===== config.mk =====
export PLATFORM = sky130hd
export DESIGN_NAME = dbg_halt_unit
export DESIGN_NICKNAME = d
export VERILOG_FILES = /design/src/rtl/dbg_pkg.sv /design/src/rtl/dbg_run_ctrl.sv /design/src/rtl/dbg_reg_xfer.sv /design/src/rtl/dbg_halt_unit.sv
export SDC_FILE = /design/constraint.sdc
export NUM_CORES = 1
export LEC_CHECK = 0
export BUFFER_PORTS_ARGS = -buffer_cell sky130_fd_sc_hd__buf_2
export CAP_MARGIN = 20
export CORE_MARGIN = 2
export CORE_UTILIZATION = 35
export DETAILED_ROUTE_END_ITERATION = 16
export GPL_ROUTABILITY_DRIVEN = 0
export PLACE_DENSITY = 0.63
export SLEW_MARGIN = 0
export SYNTH_ARGS = -nofsm -noshare
export SYNTH_HDL_FRONTEND = slang
export SYNTH_SLANG_ARGS = --single-unit

===== constraint.sdc =====
create_clock -name clk -period 3.7 [get_ports clk]
set_clock_uncertainty 0.15 [all_clocks]
set_input_delay 0.185 -clock clk [delete_from_list [all_inputs] [get_ports clk]]
set_output_delay 0.185 -clock clk [all_outputs]
set_load 0.01 [all_outputs]

===== src/rtl/dbg_pkg.sv =====
package dbg_pkg;
  localparam int unsigned DW       = 32;
  localparam int unsigned KEY_W    = 16;
  localparam logic [15:0] RUN_KEY  = 16'hA05F;
  localparam int unsigned DIR_BIT  = 16;
  localparam int unsigned RDY_BIT  = 16;
  localparam int unsigned HLT_BIT  = 17;

  // register index taken from byte offset bits 3:2
  typedef enum logic [1:0] {
    RG_RUN  = 2'd0,
    RG_SEL  = 2'd1,
    RG_DATA = 2'd2,
    RG_MON  = 2'd3
  } reg_idx_e;
endpackage


===== src/rtl/dbg_run_ctrl.sv =====
module dbg_run_ctrl
  import dbg_pkg::*;
#(
  parameter logic [15:0] KEY = RUN_KEY
) (
  input  logic        clk,
  input  logic        rst_n,
  input  logic        run_we,
  input  logic [15:0] run_key,
  input  logic [2:0]  run_bits,
  input  logic        mon_we,
  input  logic        mon_bit,
  input  logic        rst_exit,
  input  logic        step_done,
  output logic        en_q,
  output logic        halt_q,
  output logic        step_q,
  output logic        catch_q,
  output logic        core_halt,
  output logic        core_step
);
  logic stepping_q;
  logic catch_fire;
  logic key_ok;

  assign catch_fire = catch_q & rst_exit;
  assign key_ok     = (run_key == KEY);
  assign core_halt  = en_q & (halt_q | step_q) & ~stepping_q;

  always_ff @(posedge clk or negedge rst_n) begin
    if (!rst_n) begin
      en_q       <= 1'b0;
      halt_q     <= 1'b0;
      step_q     <= 1'b0;
      catch_q    <= 1'b0;
      stepping_q <= 1'b0;
      core_step  <= 1'b0;
    end else begin
      core_step <= 1'b0;
      if (mon_we) catch_q <= mon_bit;
      if (catch_fire) begin
        en_q       <= 1'b1;
        halt_q     <= 1'b1;
        step_q     <= 1'b0;
        stepping_q <= 1'b0;
      end else if (run_we && key_ok) begin
        en_q   <= run_bits[0];
        halt_q <= run_bits[1];
        step_q <= run_bits[2];
        if (run_bits[0] && run_bits[2]) begin
          stepping_q <= 1'b1;
          core_step  <= 1'b1;
        end else begin
          stepping_q <= 1'b0;
        end
      end else if (stepping_q && step_done) begin
        stepping_q <= 1'b0;
      end
    end
  end

  // an unkeyed write leaves the run bits alone
  p_key_guard_r2: assert property (@(posedge clk) disable iff (!rst_n)
    (run_we && !key_ok && !catch_fire) |=> $stable({en_q, halt_q, step_q}));

  // the step pulse is only issued while the core is released
  p_step_release_r4: assert property (@(posedge clk) disable iff (!rst_n)
    core_step |-> !core_halt);

  // step completion returns the core to halt
  p_step_rehalt_r4: assert property (@(posedge clk) disable iff (!rst_n)
    (stepping_q && step_done && !run_we && !catch_fire && en_q && step_q) |=> core_halt);

  // armed reset exit stops the core, whatever the bus does
  p_catch_r11: assert property (@(posedge clk) disable iff (!rst_n)
    (rst_exit && catch_q) |=> core_halt);
endmodule


===== src/rtl/dbg_reg_xfer.sv =====
module dbg_reg_xfer
  import dbg_pkg::*;
#(
  parameter int unsigned NREG     = 17,
  parameter int unsigned XFER_CYC = 2,
  localparam int unsigned SELW    = $clog2(NREG),
  localparam int unsigned CW      = (XFER_CYC > 1) ? $clog2(XFER_CYC) : 1
) (
  input  logic            clk,
  input  logic            rst_n,
  input  logic            sel_we,
  input  logic            data_we,
  input  logic [DW-1:0]   wdata,
  input  logic            halted,
  input  logic [DW-1:0]   rf_rdata,
  output logic [DW-1:0]   sel_rb,
  output logic [DW-1:0]   data_q,
  output logic            ready_q,
  output logic [SELW-1:0] rf_sel,
  output logic            rf_we,
  output logic [DW-1:0]   rf_wdata
);
  localparam logic [SELW-1:0] LAST = SELW'(NREG - 1);
  localparam logic [CW-1:0]   CEND = CW'(XFER_CYC - 1);

  logic [SELW-1:0] sel_q;
  logic            dir_q;
  logic [CW-1:0]   cnt_q;
  logic            code_ok;
  logic            start;
  logic            unused_bits;

  assign unused_bits = &{1'b0, wdata[DW-1:DIR_BIT+1], wdata[DIR_BIT-1:SELW]};
  assign code_ok  = (sel_q <= LAST);
  assign start    = sel_we & halted & ready_q;
  assign rf_sel   = sel_q;
  assign rf_wdata = data_q;
  assign rf_we    = ~ready_q & dir_q & (cnt_q == '0) & code_ok;

  always_comb begin
    sel_rb            = '0;
    sel_rb[SELW-1:0]  = sel_q;
    sel_rb[DIR_BIT]   = dir_q;
  end

  always_ff @(posedge clk or negedge rst_n) begin
    if (!rst_n) begin
      sel_q   <= '0;
      dir_q   <= 1'b0;
      cnt_q   <= '0;
      data_q  <= '0;
      ready_q <= 1'b1;
    end else if (start) begin
      sel_q   <= wdata[SELW-1:0];
      dir_q   <= wdata[DIR_BIT];
      cnt_q   <= '0;
      ready_q <= 1'b0;
    end else if (!ready_q) begin
      cnt_q <= cnt_q + 1'b1;
      if (cnt_q == '0 && !dir_q) data_q <= code_ok ? rf_rdata : '0;
      if (cnt_q == CEND) ready_q <= 1'b1;
    end else if (data_we) begin
      data_q <= wdata;
    end
  end

  // accepted selector write drops ready on the next cycle
  p_ready_drop_r8: assert property (@(posedge clk) disable iff (!rst_n)
    start |=> !ready_q);

  // a selector write with the core running changes nothing
  p_run_ignore_r9: assert property (@(posedge clk) disable iff (!rst_n)
    (sel_we && !halted && ready_q) |=> (ready_q && $stable(data_q)));

  // out-of-range numbers never reach the register file
  p_no_bad_write_r10: assert property (@(posedge clk) disable iff (!rst_n)
    rf_we |-> (rf_sel <= LAST));
endmodule


===== src/rtl/dbg_halt_unit.sv =====
module dbg_halt_unit
  import dbg_pkg::*;
#(
  parameter int unsigned NREG     = 17,
  parameter int unsigned XFER_CYC = 2,
  localparam int unsigned SELW    = $clog2(NREG)
) (
  input  logic            clk,
  input  logic            rst_n,
  input  logic            bus_valid,
  output logic            bus_ready,
  input  logic            bus_write,
  input  logic [3:0]      bus_addr,
  input  logic [DW-1:0]   bus_wdata,
  output logic            rsp_valid,
  input  logic            rsp_ready,
  output logic [DW-1:0]   rsp_data,
  output logic            core_halt,
  output logic            core_step,
  input  logic            core_step_done,
  input  logic            core_rst_exit,
  output logic [SELW-1:0] rf_sel,
  output logic            rf_we,
  output logic [DW-1:0]   rf_wdata,
  input  logic [DW-1:0]   rf_rdata
);
  reg_idx_e      idx;
  logic          acc, wr, rd;
  logic          en_q, halt_q, step_q, catch_q, ready_q;
  logic [DW-1:0] sel_rb, data_q, rd_mux, run_rb;
  logic          unused_addr;

  assign unused_addr = &{1'b0, bus_addr[1:0]};
  assign idx       = reg_idx_e'(bus_addr[3:2]);
  assign bus_ready = ~rsp_valid | rsp_ready;
  assign acc       = bus_valid & bus_ready;
  assign wr        = acc & bus_write;
  assign rd        = acc & ~bus_write;

  dbg_run_ctrl u_run (
    .clk       (clk),
    .rst_n     (rst_n),
    .run_we    (wr && idx == RG_RUN),
    .run_key   (bus_wdata[DW-1:DW-KEY_W]),
    .run_bits  (bus_wdata[2:0]),
    .mon_we    (wr && idx == RG_MON),
    .mon_bit   (bus_wdata[0]),
    .rst_exit  (core_rst_exit),
    .step_done (core_step_done),
    .en_q      (en_q),
    .halt_q    (halt_q),
    .step_q    (step_q),
    .catch_q   (catch_q),
    .core_halt (core_halt),
    .core_step (core_step)
  );

  dbg_reg_xfer #(.NREG(NREG), .XFER_CYC(XFER_CYC)) u_xfer (
    .clk      (clk),
    .rst_n    (rst_n),
    .sel_we   (wr && idx == RG_SEL),
    .data_we  (wr && idx == RG_DATA),
    .wdata    (bus_wdata),
    .halted   (core_halt),
    .rf_rdata (rf_rdata),
    .sel_rb   (sel_rb),
    .data_q   (data_q),
    .ready_q  (ready_q),
    .rf_sel   (rf_sel),
    .rf_we    (rf_we),
    .rf_wdata (rf_wdata)
  );

  always_comb begin
    run_rb          = '0;
    run_rb[0]       = en_q;
    run_rb[1]       = halt_q;
    run_rb[2]       = step_q;
    run_rb[RDY_BIT] = ready_q;
    run_rb[HLT_BIT] = core_halt;
    unique case (idx)
      RG_RUN:  rd_mux = run_rb;
      RG_SEL:  rd_mux = sel_rb;
      RG_DATA: rd_mux = data_q;
      default: rd_mux = {{(DW-1){1'b0}}, catch_q};
    endcase
  end

  always_ff @(posedge clk or negedge rst_n) begin
    if (!rst_n) begin
      rsp_valid <= 1'b0;
      rsp_data  <= '0;
    end else if (rd) begin
      rsp_valid <= 1'b1;
      rsp_data  <= rd_mux;
    end else if (rsp_ready) begin
      rsp_valid <= 1'b0;
    end
  end

  // a stalled response holds its data and blocks new requests
  p_rsp_hold_r12: assert property (@(posedge clk) disable iff (!rst_n)
    (rsp_valid && !rsp_ready) |=> (rsp_valid && $stable(rsp_data)));

  p_stall_block_r12: assert property (@(posedge clk) disable iff (!rst_n)
    (rsp_valid && !rsp_ready) |-> !bus_ready);
endmodule


==> metrics.yaml, run 1 <==
final_layout:
  layout.cells.non_filler: 603
  fillers: 962
  syn_to_final_growth_pct: 33.6
  nets: 540
  n_antenna_cell: 0
  drive_gt1_share_pct: 44.5
floorplanning:
  dieHeight_um: 105
  io-pin-count: 149
  initial_core_util_pct: 36.4
  die_area_um2: 11000
  core_area_um2: 9820
  die_x_um: 105
  rows: 36
detailed_routing:
  wl_um: 9700
  ant_nets: 0
  route.detailed.drc: 0
  vias: 2965
  wl_per_cell_um: 16.1
  initialDrtViolationCount: 113
  dr.pass1.iters: 4
  viasPerCell: 4.92
global_routing:
  grt_remaining_overflow: 0
  antenna_found_initial: 0
  grt_pass1_vias: 3083
  grt_pass1_wl_um: 15800
  grt_max_degree: 80
  gr-usage-all-layers_pct: 18.1
sta:
  drv_slew: 0
  fin_crit_sh_pct: 67.7
  tns_ns: 0
  tightest_slew_ns: 0.987
  setup_viol: 0
  layout_setup_ws_ns: 1.19
  slew_headroom_pct: 34.2
  finalCriticalPeriod_ns: 2.51
  max_freq_mhz: 399
  finalHoldViolations: 0
  hold_slack_ns: 0.0233
  rsz0062_at_grt: "no"
worst_setup_path:
  r2r-start: "rsp_valid"
  worst_setup_path_start_kind: "input port"
  cp-startpoint: "rsp_ready"
  worstPathArrival_ns: 2.58
  reg2reg_depth: 4
  worst_setup_path_end_kind: "flop"
  cp_max_fo: 32
  critPathRequiredTime_ns: 3.78
  worstSetupPathType: "in2reg"
  r2r_end: "u_xfer.data_q[13]"
  worst-r2r-setup-slack_ns: 1.30
clocking:
  htreeDepth: 3
  clock_path_buffers: 2
  cts_buffers: 9
  cts_tree: "done"
  root_buffer: "clkbuf_8"
  cts_resized: 0
  clk_pin_slew_ns: 0.08
  cts.sinks: 79
  clk_latency_ns: 0.35
logic_synthesis:
  seq_area_frac_synth_pct: 55.4
  syn_inst: 314
  ys.flop_type: "dfrtp_1"
  netlist_area_um2: 3570
  synth-edff-count: 0
  async_flop_share_pct: 100
  syn_nets: 389
  avgSynthCellArea_um2: 11.4
  synth-seq-cells: 79
  ys_types: 34
  yosys_warnings: 0
power:
  p_total_mw: 3.06
  power_density_nw_per_um2: 642
  vdd_drop_max_uv: 255
  p_leak_nw: 2.36
place:
  place_ws_ns: 1.30
  dp_hpwl_um: 6810
  io_buffers: 146
  dp.cells: 576
run_status:
  status: "completed"
hold_path:
  holdPathStages: 3
  hp-class: "in2reg"
  min_to: "u_xfer.data_q[8]"
  hold_start: "rf_rdata[8]"
flow_run:
  maxCapViolCount: 0
## synthesized netlist by cell type (2+ instances only)
| library cell | instances | area [µm²] |
|---|---|---|
| clkbuf_1 | 13 | 48.8 |
| a21oi_1 | 7 | 35.0 |
| mux2i_1 | 8 | 80.1 |
| mux2_2 | 33 | 372 |
| nor2_1 | 10 | 37.5 |
| buf_2 | 8 | 40.0 |
| mux2_1 | 7 | 78.8 |
| nand3_1 | 2 | 10.0 |
| o21ai_0 | 30 | 150 |
| and2b_1 | 2 | 15.0 |
| a22oi_1 | 2 | 15.0 |
| nand3b_1 | 2 | 15.0 |
| nand2_1 | 60 | 225 |
| nor4b_1 | 2 | 17.5 |
| a22o_1 | 32 | 280 |
| dfrtp_1 | 78 | 1950 |
## worst max path at each step
| stage | endpoint | depth (start not counted) |
|---|---|---|
| 2_1_floorplan | u_xfer.data_q[10] | 5 |
| 3_3_place_gp | u_xfer.data_q[7] | 2 |
| 3_5_place_dp | u_xfer.data_q[20] | 4 |
| 4_1_cts | u_xfer.data_q[13] | 6 |
| 5_1_grt | u_xfer.data_q[13] | 6 |
| 6_report | u_xfer.data_q[13] | 6 |
## where the power goes
part	switching, mW	internal, mW	total, mW
clock	0.329	0.402	0.731
combinational	0.486	0.490	0.977
sequential	0.215	1.14	1.36
total	1.03	2.03	3.06
## cells by family (layout without fill, tap and decap cells)
group | Yosys count | after routing | synth area share [%]
simple gates | 89 | 89 | 11.9
flops | 79 | 79 | 55.4
compound gates | 74 | 74 | 14.2
mux | 49 | 49 | 15.5
buf+inv | 22 | 178 | 2.80
xor+xnor | 1 | 1 | 0.245
## stage by stage
stage / area (µm²) / util, %
3_3_place_gp: 4410 / 45.0
4_1_cts: 4750 / 48.3
6_report: 4770 / 48.6
2_1_floorplan: 3570 / -
5_1_grt: 4770 / 48.6
3_5_place_dp: 4410 / 45.0
## cell usage in the layout, fill, tap and decap left out, types with 2 or more instances in the layout
master,instances
buf_2,145
dfrtp_1,78
nand2_1,60
mux2_2,33
a22o_1,32
o21ai_0,30
clkbuf_8,10
dlygate4sd3_1,10
nor2_1,9
mux2i_1,8
a21oi_1,7
mux2_1,7
buf_4,6
clkinv_4,3
nor4b_1,2
nand3_1,2
and2b_1,2
nand3b_1,2
a22oi_1,2
bufinv_16,2
## state kept, by name (all words and copies together) (netlist names)
signal            flops
u_run.catch_q         1
rsp_valid             1
u_xfer.cnt_q          1
u_run.core_step       1
u_xfer.rf_sel         5
u_run.step_q          1
u_xfer.ready_q        1
u_xfer.data_q        32
u_run.en_q            1
rsp_data             32
u_run.stepping_q      1
u_xfer.dir_q          1
u_run.halt_q          1
## timing repair
item,4_1_cts,5_1_grt
hold buffers,10,0
setup buffers,0,0
endpoints found under the hold margin,91,0
## cell type report
cell class	count	area (µm²)	share of cell area, %
Sequential cell	79	1980	41.4
Multi-Input combinational cell	213	1500	31.4
Timing Repair Buffer	162	898	18.8
Tap cell	133	166	3.49
Clock buffer	10	138	2.88
Clock inverter	6	93.8	1.97
## routing by layer
metal  share of wire (%)  GRT usage, %  up-vias
li1                    -             -     1432
met1                  44          23.1     1438
met2                  50          31.2       82
met3                 4.2          2.99       13
met4                 1.8          6.38        0
met5                   0             0        -
## critical path, cell delays in order
cell and delay (ns):
dlygate4sd3_1 0.52, buf_2 0.09, nand2b_1 0.15, and3_1 0.33
a31o_2 0.86, mux2_2 0.42
Power figures use the tool's default switching activity.
==> run 2, diff against run 1 <==
==> constraint.sdc (replaced) <==
create_clock -name clk -period 2.5 [get_ports clk]
set_clock_uncertainty 0.15 [all_clocks]
set_input_delay 0.125 -clock clk [delete_from_list [all_inputs] [get_ports clk]]
set_output_delay 0.125 -clock clk [all_outputs]
set_load 0.01 [all_outputs]
==> metrics.yaml, run 2 (synthesis results as in run 1) <==
run_status:
  status: "completed"
final_layout:
  drive_gt1_share_pct: 41.5
  layout_commonest_cell: "buf_2"
  multiInputGateArea_um2: 1500
  fillers: 926
  reg_top3: "rsp_data (32), u_xfer.data_q (32), u_xfer.rf_sel (5)"
  nets: 579
  n_antenna_cell: 0
  regArea_um2: 1980
  final_cell_mix: "145 x buf_2, 78 x dfrtp_1, 60 x nand2_1"
  postLayoutCoreUtil_pct: 52.1
  syn_to_final_growth_pct: 43.3
sta:
  slew_headroom_pct: 59.4
  fin_crit_sh_pct: 94.4
  finalHoldViolations: 0
  finalCriticalPeriod_ns: 2.36
  setup_viol: 0
  drv_slew: 0
  max_freq_mhz: 424
  layout_setup_ws_ns: 0.141
  rsz0062_at_grt: "no"
  tightest_slew_ns: 0.600
  tns_ns: 0
clocking:
  postCtsSetupRepairBufs: 0
  htreeDepth: 3
  cts_buffers: 9
  clock_path_buffers: 2
  clk_latency_ns: 0.34
  clk_pin_slew_ns: 0.09
  cts.sinks: 79
  cts_tree: "done"
  root_buffer: "clkbuf_8"
place:
  place_ws_ns: 0.498
  io_buffers: 146
  dp_hpwl_um: 7020
worst_setup_path:
  reg2reg_depth: 6
  cpMaxStageDelayCell: "dlygate4sd3_1"
  slowest_delay_ns: 0.55
  worst_setup_path_end_kind: "flop"
  worstSetupPathType: "reg2reg"
  cp_cell_sequence: "o41a_1 > nor2_2 > buf_6 > a22o_1 > dlygate4sd3_1 > mux2_2"
  worst_setup_path_start_kind: "flop"
  cp_max_fo: 26
  critPathRequiredTime_ns: 2.63
  worstPathArrival_ns: 2.49
global_routing:
  grt_pass1_vias: 3298
  grt_pass1_wl_um: 17000
  grt_max_degree: 65
  antenna_found_initial: 0
  grt_remaining_overflow: 0
  gr-usage-all-layers_pct: 19.4
detailed_routing:
  wl_um: 10400
  wl_per_cell_um: 16.2
  ant_nets: 0
  viasPerCell: 4.93
  route.detailed.drc: 0
  vias: 3168
  initialDrtViolationCount: 165
  dr.pass1.iters: 5
floorplanning:
  core_area_um2: 9820
  die_area_um2: 11000
  rows: 36
  dieHeight_um: 105
  initial_core_util_pct: 36.4
  io-pin-count: 149
  die_x_um: 105
power:
  p_leak_nw: 2.51
  power_density_nw_per_um2: 879
  vdd_drop_max_uv: 372
flow_run:
  maxCapViolCount: 0
hold_path:
  holdPathStages: 3
  hp-class: "in2reg"
[run 2: changes by cell type in the layout (fill, tap and decap cells not counted), sizes merged, moves of 2 or more]
cell	previous run	this run
buf	152	156
clkbuf	10	12
clkinv	3	0
dlygate4sd3	10	45
[run 2: repair_timing]
action	CTS	global route
setup endpoints to repair	0	1
hold buffers	45	0
endpoints found under the hold margin	82	0
resized for setup	0	1
[run 2: report_power, final]
group	internal (mW)	switching, mW	total [mW]
clock network	0.494	0.457	0.951
logic	0.791	0.743	1.53
registers	1.69	0.320	2.01
total	2.98	1.52	4.50
[run 2: per-stage QoR]
stage / total power [mW] / hold WS, ns / instance area [µm²] / instances
finish: 4.50 / 0.0120 / 5120 / 642
global route: 4.79 / 0.00865 / 5120 / 642
CTS: 4.53 / 0.00153 / 5110 / 642
detailed placement: 3.51 / 0.0234 / 4460 / 581
global placement: 3.46 / 0.0102 / 4460 / 581
floorplan: 2.79 / -0.321 / 3570 / 314
[run 2: final cells by class]
type                            count  area share (%)
Sequential cell                    79            38.7
Multi-Input combinational cell    213            29.3
Timing Repair Buffer              201            24.9
Tap cell                          133            3.25
Clock buffer                       12            2.84
Clock inverter                      4            1.05
[run 2: critical path, delay by kind of cell (launching register included)]
kind	cells	cell delay, ns
buffers and inverters	2	0.81
flip-flops	1	0.43
AND/OR/NAND/NOR	1	0.13
multiplexers	1	0.14
AO/OA/AOI/OAI	2	0.64
[run 2: routing by layer]
layer	up-vias	wire (µm)	global-route usage (%)
met3	14	503	3.06
met1	1553	4310	24.3
li1	1503	-	-
met4	0	180	7.33
met5	-	0	0
met2	98	5430	33.7
[run 2: worst paths after layout]
kind	start	to	slack, ns
worst max-delay path	u_xfer.rf_sel[0]	u_xfer.data_q[7]	0.14
worst min-delay path	bus_wdata[11]	u_xfer.data_q[11]	0.01
worst max register to register	u_xfer.rf_sel[0]	u_xfer.data_q[7]	0.14
worst min register to register	rsp_data[29]	rsp_data[29]	0.33
max in group asynchronous	rst_n	rsp_data[13]	1.32
min in group asynchronous	rst_n	u_xfer.data_q[19]	0.17
==> run 3, diff against run 2 <==
--- a/config.mk
+++ b/config.mk
@@ -5,13 +5,14 @@
 export SDC_FILE = /design/constraint.sdc
 export NUM_CORES = 1
 export LEC_CHECK = 0
-export BUFFER_PORTS_ARGS = -buffer_cell sky130_fd_sc_hd__buf_2
+export BUFFER_PORTS_ARGS = -buffer_cell sky130_fd_sc_hd__clkbuf_2
 export CAP_MARGIN = 20
 export CORE_MARGIN = 2
 export CORE_UTILIZATION = 35
 export DETAILED_ROUTE_END_ITERATION = 16
 export GPL_ROUTABILITY_DRIVEN = 0
 export PLACE_DENSITY = 0.63
+export SKIP_LAST_GASP = 1
 export SLEW_MARGIN = 0
 export SYNTH_ARGS = -nofsm -noshare
 export SYNTH_HDL_FRONTEND = slang
==> metrics.yaml, run 3 (synthesis results as in run 1) <==
clocking:
  root_buffer: "clkbuf_8"
  clk_latency_ns: 0.34
  postCtsSetupRepairBufs: 0
  cts_buffers: 9
  cts.sinks: 79
  clock_path_buffers: 2
  cts_tree: "done"
  htreeDepth: 3
  clk_pin_slew_ns: 0.08
final_layout:
  n_antenna_cell: 0
  drive_gt1_share_pct: 40.5
  reg_top3: "rsp_data (32), u_xfer.data_q (32), u_xfer.rf_sel (5)"
  final_cell_mix: "145 x clkbuf_2, 78 x dfrtp_1, 60 x nand2_1"
  syn_to_final_growth_pct: 46.2
  nets: 589
  final_cell_area_um2: 5220
  layout_commonest_cell: "clkbuf_2"
worst_setup_path:
  reg2reg_depth: 6
  worstSetupPathType: "reg2reg"
  worst_setup_path_end_kind: "flop"
  worst_setup_path_start_kind: "flop"
  cp_max_fo: 26
  critPathRequiredTime_ns: 2.63
  worstPathArrival_ns: 2.53
floorplanning:
  core_area_um2: 9820
  initial_core_util_pct: 36.4
  rows: 36
  die_area_um2: 11000
  die_x_um: 105
  io-pin-count: 149
  dieHeight_um: 105
detailed_routing:
  ant_nets: 0
  initialDrtViolationCount: 125
  vias: 3259
  wl_per_cell_um: 15.9
  viasPerCell: 5.00
  wl_um: 10400
  route.detailed.drc: 0
  dr.pass1.iters: 4
hold_path:
  holdPathStages: 3
  hp-class: "in2reg"
global_routing:
  grt_remaining_overflow: 0
  grt_max_degree: 80
  antenna_found_initial: 0
  grt_pass1_vias: 3321
  grt_pass1_wl_um: 16600
  gr-usage-all-layers_pct: 19.2
place:
  io_buffers: 146
  dp_hpwl_um: 6750
  post_dp_cell_area_um2: 4470
power:
  power_density_nw_per_um2: 862
  vdd_drop_max_uv: 273
  p_total_mw: 4.50
  p_leak_nw: 2.55
sta:
  rsz0062_at_grt: "no"
  max_freq_mhz: 417
  slew_headroom_pct: 53.7
  fin_crit_sh_pct: 95.8
  finalHoldViolations: 0
  finalCriticalPeriod_ns: 2.40
  setup_viol: 0
  tightest_slew_ns: 0.685
  tns_ns: 0
  drv_slew: 0
flow_run:
  maxCapViolCount: 0
run_status:
  status: "completed"
==> run 3: cell type report <==
type / instances / area [µm²]
fill: 918 / 4600
sequential: 79 / 1980
multi-input combinational: 213 / 1500
timing repair buffer: 211 / 1390
tap: 133 / 166
clock buffer: 11 / 131
clock inverter: 5 / 56.3
==> run 3: path summary, 6_finish.rpt <==
kind	from	to	slack [ns]
worst max-delay path	u_xfer.rf_sel[3]	u_xfer.data_q[7]	0.10
worst min-delay path	bus_wdata[29]	u_xfer.data_q[29]	0.02
worst max register to register	u_xfer.rf_sel[3]	u_xfer.data_q[7]	0.10
worst min register to register	rsp_data[22]	rsp_data[22]	0.33
max in group asynchronous	rst_n	u_xfer.ready_q	1.63
min in group asynchronous	rst_n	u_xfer.data_q[20]	0.20
==> run 3: timing repair <==
item,in CTS,in global routing
endpoints found under the hold margin,120,2
hold buffers,54,2
endpoints found under the setup margin,0,14
gates resized for setup,0,1
==> run 3: per-layer routing <==
metal | track usage [%] | vias to the layer above | wire, µm
met5 | 0 | - | 0
met4 | 8.76 | 0 | 167
met3 | 3.31 | 16 | 348
met2 | 33.7 | 89 | 5530
met1 | 23.0 | 1628 | 4350
li1 | - | 1526 | -
==> run 3: stage by stage <==
step	util (%)	setup slack [ns]	hold WS (ns)	std cells
4_1_cts	52.9	0.0745	0.00123	650
6_report	53.2	0.104	0.0236	652
5_1_grt	53.2	0.00291	0.00639	652
3_3_place_gp	45.5	0.550	0.0312	580
2_1_floorplan	-	0.630	-0.321	314
3_5_place_dp	45.5	0.502	0.0345	580
==> run 3: critical path: stages, from the launching register on <==
cell and delay, ns:
dfrtp_1 0.42, o41a_1 0.48, nor2_2 0.13, buf_6 0.26
a22o_1 0.18, dlygate4sd3_1 0.56, mux2_2 0.15
==> run 3: power by group <==
| group | leakage, nW | internal [mW] | switching, mW |
|---|---|---|---|
| Sequential | 0.995 | 1.69 | 0.333 |
| Combinational | 1.47 | 0.816 | 0.752 |
| Clock | 0.0937 | 0.463 | 0.443 |
